[config.mk]
export PLATFORM = sky130hd
export DESIGN_NAME = pin_irq_detect
export DESIGN_NICKNAME = d
export VERILOG_FILES = /design/src/rtl/pid_pkg.sv /design/src/rtl/pid_rst_sync.sv /design/src/rtl/pid_sync.sv /design/src/rtl/pid_pin_cell.sv /design/src/rtl/pid_flags.sv /design/src/rtl/pin_irq_detect.sv
export SDC_FILE = /design/constraint.sdc
export NUM_CORES = 1
export LEC_CHECK = 0
export ABC_CLOCK_PERIOD_IN_PS = 21000
export BUFFER_PORTS_ARGS = -buffer_cell sky130_fd_sc_hd__buf_2
export CAP_MARGIN = 0
export CELL_PAD_IN_SITES_DETAIL_PLACEMENT = 1
export CELL_PAD_IN_SITES_GLOBAL_PLACEMENT = 1
export CORE_MARGIN = 2
export CORE_UTILIZATION = 52
export CTS_CLUSTER_DIAMETER = 50
export DETAILED_ROUTE_END_ITERATION = 7
export PLACE_DENSITY = 0.83
export SYNTH_ARGS = -nofsm -noshare
export SYNTH_HDL_FRONTEND = slang
export SYNTH_SLANG_ARGS = --single-unit
export TNS_END_PERCENT = 50
[constraint.sdc]
create_clock -name clk -period 21 [get_ports clk]
set_input_delay 4.2 -clock clk [delete_from_list [all_inputs] [get_ports clk]]
set_output_delay 4.2 -clock clk [all_outputs]
set_load 0.01 [all_outputs]
[src/rtl/pid_pkg.sv]
package pid_pkg;

  localparam int MODE_W        = 4;
  localparam int MODE_LSB      = 16;
  localparam logic [7:0] FLAG_OFS = 8'hA0;

  typedef enum logic [MODE_W-1:0] {
    SENSE_OFF    = 4'h0,
    SENSE_LVL_LO = 4'h8,
    SENSE_RISE   = 4'h9,
    SENSE_FALL   = 4'hA,
    SENSE_BOTH   = 4'hB,
    SENSE_LVL_HI = 4'hC
  } sense_e;

  // Event for one pin from its sense code, current and previous sample.
  function automatic logic sense_hit(logic [MODE_W-1:0] code, logic cur, logic prv);
    logic hit;
    case (code)
      SENSE_LVL_LO: hit = ~cur;
      SENSE_RISE:   hit = cur & ~prv;
      SENSE_FALL:   hit = ~cur & prv;
      SENSE_BOTH:   hit = cur ^ prv;
      SENSE_LVL_HI: hit = cur;
      default:      hit = 1'b0;
    endcase
    return hit;
  endfunction

  function automatic logic sense_is_edge(logic [MODE_W-1:0] code);
    return (code == SENSE_RISE) || (code == SENSE_FALL) || (code == SENSE_BOTH);
  endfunction

  function automatic logic sense_is_level(logic [MODE_W-1:0] code);
    return (code == SENSE_LVL_LO) || (code == SENSE_LVL_HI);
  endfunction

endpackage

[src/rtl/pid_rst_sync.sv]
module pid_rst_sync #(
  parameter int STAGES = 2
) (
  input  logic clk,
  input  logic rst_n,
  output logic srst_n
);

  logic [STAGES-1:0] chain_q;
  logic [STAGES-1:0] chain_d;

  always_comb begin
    chain_d = {chain_q[STAGES-2:0], 1'b1};
  end

  always_ff @(posedge clk or negedge rst_n) begin
    if (!rst_n) begin
      chain_q <= '0;
    end else begin
      chain_q <= chain_d;
    end
  end

  assign srst_n = chain_q[STAGES-1];

endmodule

[src/rtl/pid_sync.sv]
module pid_sync #(
  parameter int NPINS  = 32,
  parameter int STAGES = 2
) (
  input  logic             clk,
  input  logic             rst_n,
  input  logic [NPINS-1:0] pins_i,
  output logic [NPINS-1:0] sync_o,
  output logic [NPINS-1:0] prev_o
);

  logic [STAGES-1:0][NPINS-1:0] stage_q;
  logic [STAGES-1:0][NPINS-1:0] stage_d;
  logic [NPINS-1:0]             prev_q;
  logic [NPINS-1:0]             prev_d;

  always_comb begin
    stage_d[0] = pins_i;
    for (int s = 1; s < STAGES; s++) begin
      stage_d[s] = stage_q[s-1];
    end
    prev_d = stage_q[STAGES-1];
  end

  always_ff @(posedge clk or negedge rst_n) begin
    if (!rst_n) begin
      stage_q <= '0;
      prev_q  <= '0;
    end else begin
      stage_q <= stage_d;
      prev_q  <= prev_d;
    end
  end

  assign sync_o = stage_q[STAGES-1];
  assign prev_o = prev_q;

endmodule

[src/rtl/pid_pin_cell.sv]
module pid_pin_cell
  import pid_pkg::*;
(
  input  logic              clk,
  input  logic              rst_n,
  input  logic              cfg_we,
  input  logic [MODE_W-1:0] cfg_code,
  input  logic              cur,
  input  logic              prv,
  output logic [MODE_W-1:0] code_o,
  output logic              hit_o
);

  logic [MODE_W-1:0] code_q;
  logic [MODE_W-1:0] code_d;

  always_comb begin
    code_d = code_q;
    if (cfg_we) begin
      code_d = cfg_code;
    end
  end

  always_ff @(posedge clk or negedge rst_n) begin
    if (!rst_n) begin
      code_q <= SENSE_OFF;
    end else begin
      code_q <= code_d;
    end
  end

  assign code_o = code_q;
  assign hit_o  = sense_hit(code_q, cur, prv);

endmodule

[src/rtl/pid_flags.sv]
module pid_flags #(
  parameter int NPINS = 32
) (
  input  logic             clk,
  input  logic             rst_n,
  input  logic [NPINS-1:0] hit_i,
  input  logic [NPINS-1:0] clr_i,
  output logic [NPINS-1:0] flags_o
);

  logic [NPINS-1:0] flag_q;
  logic [NPINS-1:0] flag_d;

  // Event wins over a clear landing in the same cycle.
  always_comb begin
    flag_d = (flag_q & ~clr_i) | hit_i;
  end

  always_ff @(posedge clk or negedge rst_n) begin
    if (!rst_n) begin
      flag_q <= '0;
    end else begin
      flag_q <= flag_d;
    end
  end

  assign flags_o = flag_q;

endmodule

[src/rtl/pin_irq_detect.sv]
module pin_irq_detect
  import pid_pkg::*;
#(
  parameter int NPINS       = 32,
  parameter int ADDR_W      = 8,
  parameter int DATA_W      = 32,
  parameter int SYNC_STAGES = 2
) (
  input  logic              clk,
  input  logic              rst_n,
  input  logic [NPINS-1:0]  pins_i,
  input  logic              bus_we,
  input  logic [ADDR_W-1:0] bus_addr,
  input  logic [DATA_W-1:0] bus_wdata,
  output logic [DATA_W-1:0] bus_rdata,
  output logic              irq_o
);

  localparam logic [ADDR_W-1:0] FLAG_ADDR = ADDR_W'(FLAG_OFS);

  logic                          srst_n;
  logic [NPINS-1:0]              pin_sync;
  logic [NPINS-1:0]              pin_prev;
  logic [NPINS-1:0]              pin_hit;
  logic [NPINS-1:0]              cfg_sel;
  logic [NPINS-1:0][MODE_W-1:0]  code_q;
  logic [NPINS-1:0]              clr_mask;
  logic [NPINS-1:0]              flag_q;
  logic                          flag_sel;

  pid_rst_sync #(.STAGES(2)) u_rst (
    .clk    (clk),
    .rst_n  (rst_n),
    .srst_n (srst_n)
  );

  pid_sync #(.NPINS(NPINS), .STAGES(SYNC_STAGES)) u_sync (
    .clk    (clk),
    .rst_n  (srst_n),
    .pins_i (pins_i),
    .sync_o (pin_sync),
    .prev_o (pin_prev)
  );

  // Address decode
  always_comb begin
    for (int n = 0; n < NPINS; n++) begin
      cfg_sel[n] = (bus_addr == ADDR_W'(n * 4));
    end
    flag_sel = (bus_addr == FLAG_ADDR);
    clr_mask = (bus_we && flag_sel) ? bus_wdata[NPINS-1:0] : '0;
  end

  for (genvar g = 0; g < NPINS; g++) begin : g_pin
    pid_pin_cell u_cell (
      .clk      (clk),
      .rst_n    (srst_n),
      .cfg_we   (bus_we && cfg_sel[g]),
      .cfg_code (bus_wdata[MODE_LSB +: MODE_W]),
      .cur      (pin_sync[g]),
      .prv      (pin_prev[g]),
      .code_o   (code_q[g]),
      .hit_o    (pin_hit[g])
    );
  end

  pid_flags #(.NPINS(NPINS)) u_flags (
    .clk     (clk),
    .rst_n   (srst_n),
    .hit_i   (pin_hit),
    .clr_i   (clr_mask),
    .flags_o (flag_q)
  );

  // Read mux
  always_comb begin
    bus_rdata = '0;
    if (flag_sel) begin
      bus_rdata[NPINS-1:0] = flag_q;
    end
    for (int n = 0; n < NPINS; n++) begin
      if (cfg_sel[n]) begin
        bus_rdata[MODE_LSB +: MODE_W] = code_q[n];
      end
    end
  end

  assign irq_o = |flag_q;

endmodule

==> flow_metrics.py <==
metrics = {
    "run_status": {
        "status": "complete, no violations",
    },
    "timing": {
        "final_hold_viol_count": 0,
        "max_freq_mhz": 86.5,
        "finalCritPeriodShare": 0.550,
        "fin_tns_setup_ns": 0,
        "setup_ws_ns": 9.45,
        "rsz0062_at_grt": "no",
        "clock_skew_ns": 0.0116,
        "relSlewSlack": 0.316,
        "setup_violations": 0,
        "worstMarginPinSlew_ns": 1.03,
        "drv_slew": 0,
        "fin_crit_ns": 11.55,
    },
    "clock_network": {
        "cts_hold_buf": 0,
        "cts_setup_buffers": 0,
        "cts_tree": "built",
        "path_clk_slew_ns": 0.06,
        "clock_sinks": 258,
        "insertion_delay_ns": 0.56,
        "h-tree-depth": 1,
        "numCtsBuffers": 30,
        "cts_buffer_depth": 3,
        "post_cts_resize_count": 0,
        "cts-root-buf": "clkbuf_16",
    },
    "global_routing": {
        "grt_usage": 0.295,
        "grt_max_degree": 80,
        "antenna_found_initial": 1,
        "grt_pass1_vias": 10900,
        "overflow": 0,
        "grt_pass1_wl_um": 61100,
    },
    "synthesis": {
        "avgSynthCellArea_um2": 11.1,
        "syn_nets": 1336,
        "async_reset_ff_frac": 1.00,
        "synth-seq-area-share": 0.487,
        "synth.top_cell.area_share": 0.487,
        "synth.distinct_cells": 74,
        "synth_edf_count": 0,
        "synth.top_cells.by_area": "dfrtp_1, mux2_2, ha_1, inv_1, mux2i_1",
        "yosysMostFrequentCell": "dfrtp_1",
        "synth_common_cells": "dfrtp_1, mux2_2, inv_1",
        "synth_ff_type": "dfrtp_1",
        "ys_ff_latch": 258,
        "yosys_warnings": 0,
        "synthCells": 1197,
        "synth_area_um2": 13300,
        "synth.largest_area_cell": "dfrtp_1",
    },
    "layout": {
        "drive_gt1_frac": 0.243,
        "fin_nets": 1428,
        "fin_cells": 1641,
        "fillCellCount": 2676,
        "area_growth_pct": 13.6,
    },
    "detailed_routing": {
        "drt_wl_total_um": 39100,
        "num_vias": 10000,
        "antenna_left": 0,
        "drc_errors": 0,
        "drtIter0Drc": 602,
        "wl_per_cell_um": 23.8,
        "vias_per_cell": 6.12,
        "dr.pass1.iters": 5,
    },
    "job": {
        "maxCapViolCount": 0,
    },
    "power_and_ir_drop": {
        "combPwrFrac": 0.099,
        "peakVddDrop_mv": 0.0673,
        "pwr-share-clk": 0.432,
        "p_seq_frac": 0.469,
        "power_density_nw_per_um2": 85.1,
        "switching_share": 0.263,
        "p_switching_mw": 0.338,
        "cell_internal_pwr_mw": 0.944,
        "leakage_nw": 7.16,
    },
    "setup_path": {
        "cp_cell_sequence": "buf_2 > nand4bb_1 > nor2_1 > a221oi_1 > o21ai_0 > o21ai_0 > a21oi_1 > buf_2",
        "cp-end-kind": "output port",
        "crit_arrival_ns": 7.35,
        "slowest_stage": "nand4bb_1",
        "crit_path_max_incr_delay_ns": 0.76,
        "worstSetupPathType": "input pin to output port",
        "worst_ep_required_time_ns": 16.80,
        "crit_path_max_fanout": 53,
        "startpoint_type": "input pin",
    },
    "floorplan": {
        "coreArea_um2": 25100,
        "start_util": 0.528,
        "ios": 108,
        "dieHeight_um": 164,
        "die_w_um": 164,
        "core.rowCount": 58,
        "die_area_um2": 26800,
    },
    "hold_path": {
        "worstHoldPathType": "flop to asynchronous set/reset pin",
    },
    "placed_design": {
        "dp_cells": 1587,
        "numPortBuffers": 107,
        "dp_slack_ns": 9.57,
        "dp_hpwl_um": 26600,
        "gp_congestion": 0.947,
    },
}
[cell type report]
| class | instances | area, um2 | area share |
|---|---|---|---|
| sequential | 258 | 6460 | 0.429 |
| multi-input combinational | 756 | 6040 | 0.401 |
| clock buffer | 40 | 870 | 0.0578 |
| timing repair buffer | 116 | 603 | 0.0401 |
| inverter | 127 | 477 | 0.0317 |
| tap | 330 | 413 | 0.0274 |
| clock inverter | 13 | 188 | 0.0125 |
| antenna | 1 | 2.50 | 0.000166 |
[worst paths after layout]
check	startpoint	to	slack, ns	cells past startpoint
worst max-delay path	bus_addr[2]	bus_rdata[18]	9.45	8
worst max register to register	u_rst.chain_q[1]	u_flags.flags_o[28]	18.51	2
worst min-delay path	u_rst.chain_q[1]	u_sync.prev_o[12]	0.29	0
min in group clk	u_rst.chain_q[0]	u_rst.chain_q[1]	0.34	0
worst min register to register	u_rst.chain_q[1]	u_sync.prev_o[12]	0.29	0
max in group asynchronous	rst_n	u_rst.chain_q[1]	17.47	1
[worst max-delay path: cells and delay by family]
| family | cells | cell delay, ns |
|---|---|---|
| AND/OR/NAND/NOR | 2 | 1.39 |
| AO/OA/AOI/OAI | 4 | 0.82 |
| buffers and inverters | 2 | 0.91 |
[registers in the layout, indices dropped and copies added (netlist names)]
register	flops
g_pin.u_cell.code_o	128
u_flags.flags_o	32
u_rst.chain_q	2
u_sync.prev_o	32
u_sync.stage_d	32
u_sync.sync_o	32
[cells in the final DEF, fill, tap and decap left out, types with 5 or more instances in the layout]
master | netlist | routed
nor4b_1 | 6 | 6
nor2_1 | 72 | 71
o21a_1 | 6 | 6
ha_1 | 64 | 64
o22ai_1 | 10 | 10
clkbuf_8 | 0 | 6
buf_4 | 2 | 9
a21oi_1 | 26 | 26
nand3_1 | 16 | 16
o21ai_0 | 50 | 50
dfrtp_1 | 258 | 257
a32o_1 | 30 | 30
nor4_1 | 13 | 13
a221oi_1 | 5 | 5
mux2_2 | 134 | 134
clkbuf_16 | 0 | 31
inv_1 | 127 | 127
nand2_1 | 74 | 74
xor2_1 | 29 | 29
buf_2 | 11 | 107
mux2i_1 | 35 | 35
o211ai_1 | 5 | 5
a22oi_1 | 11 | 11
and2_1 | 32 | 32
o221ai_1 | 7 | 7
a311o_1 | 29 | 29
nor3_1 | 14 | 14
o22a_1 | 5 | 5
[power groups by stage]
stage               registers (mW)  logic (mW)  clock network, mW
floorplan                    0.588      0.0858                  0
global placement             0.606       0.115                  0
detailed placement           0.609       0.123                  0
CTS                          0.601       0.127              0.563
global route                 0.608       0.139              0.582
finish                       0.602       0.127              0.554
[kinds of logic (layout without fill, tap and decap cells)]
kind of cell	count (synthesis)	in the layout	synth area share
other	1	2	0.000283
adder cells (fa/ha/maj)	64	64	0.0604
AO/OA/AOI/OAI	226	226	0.132
flip-flops	258	258	0.487
multiplexers	169	169	0.140
buffers and inverters	183	296	0.0574
AND/OR/NAND/NOR	266	266	0.103
XOR/XNOR	30	30	0.0198
[metrics by stage]
stage	hold slack (ns)	area, um2	power, mW	util
2_1_floorplan	0.331	13300	0.674	-
3_3_place_gp	0.300	14000	0.721	0.557
3_5_place_dp	0.303	14000	0.732	0.557
4_1_cts	0.304	15100	1.29	0.600
5_1_grt	0.326	15100	1.33	0.600
6_report	0.287	15100	1.28	0.600
[routing by layer]
| metal | GRT usage | vias to the layer above | share of wire |
|---|---|---|---|
| li1 | - | 4458 | - |
| met1 | 0.370 | 5167 | 0.41 |
| met2 | 0.511 | 321 | 0.50 |
| met3 | 0.0526 | 102 | 0.058 |
| met4 | 0.107 | 0 | 0.035 |
| met5 | 0 | - | 0 |
No activity file was read; power rests on OpenSTA's default activity.
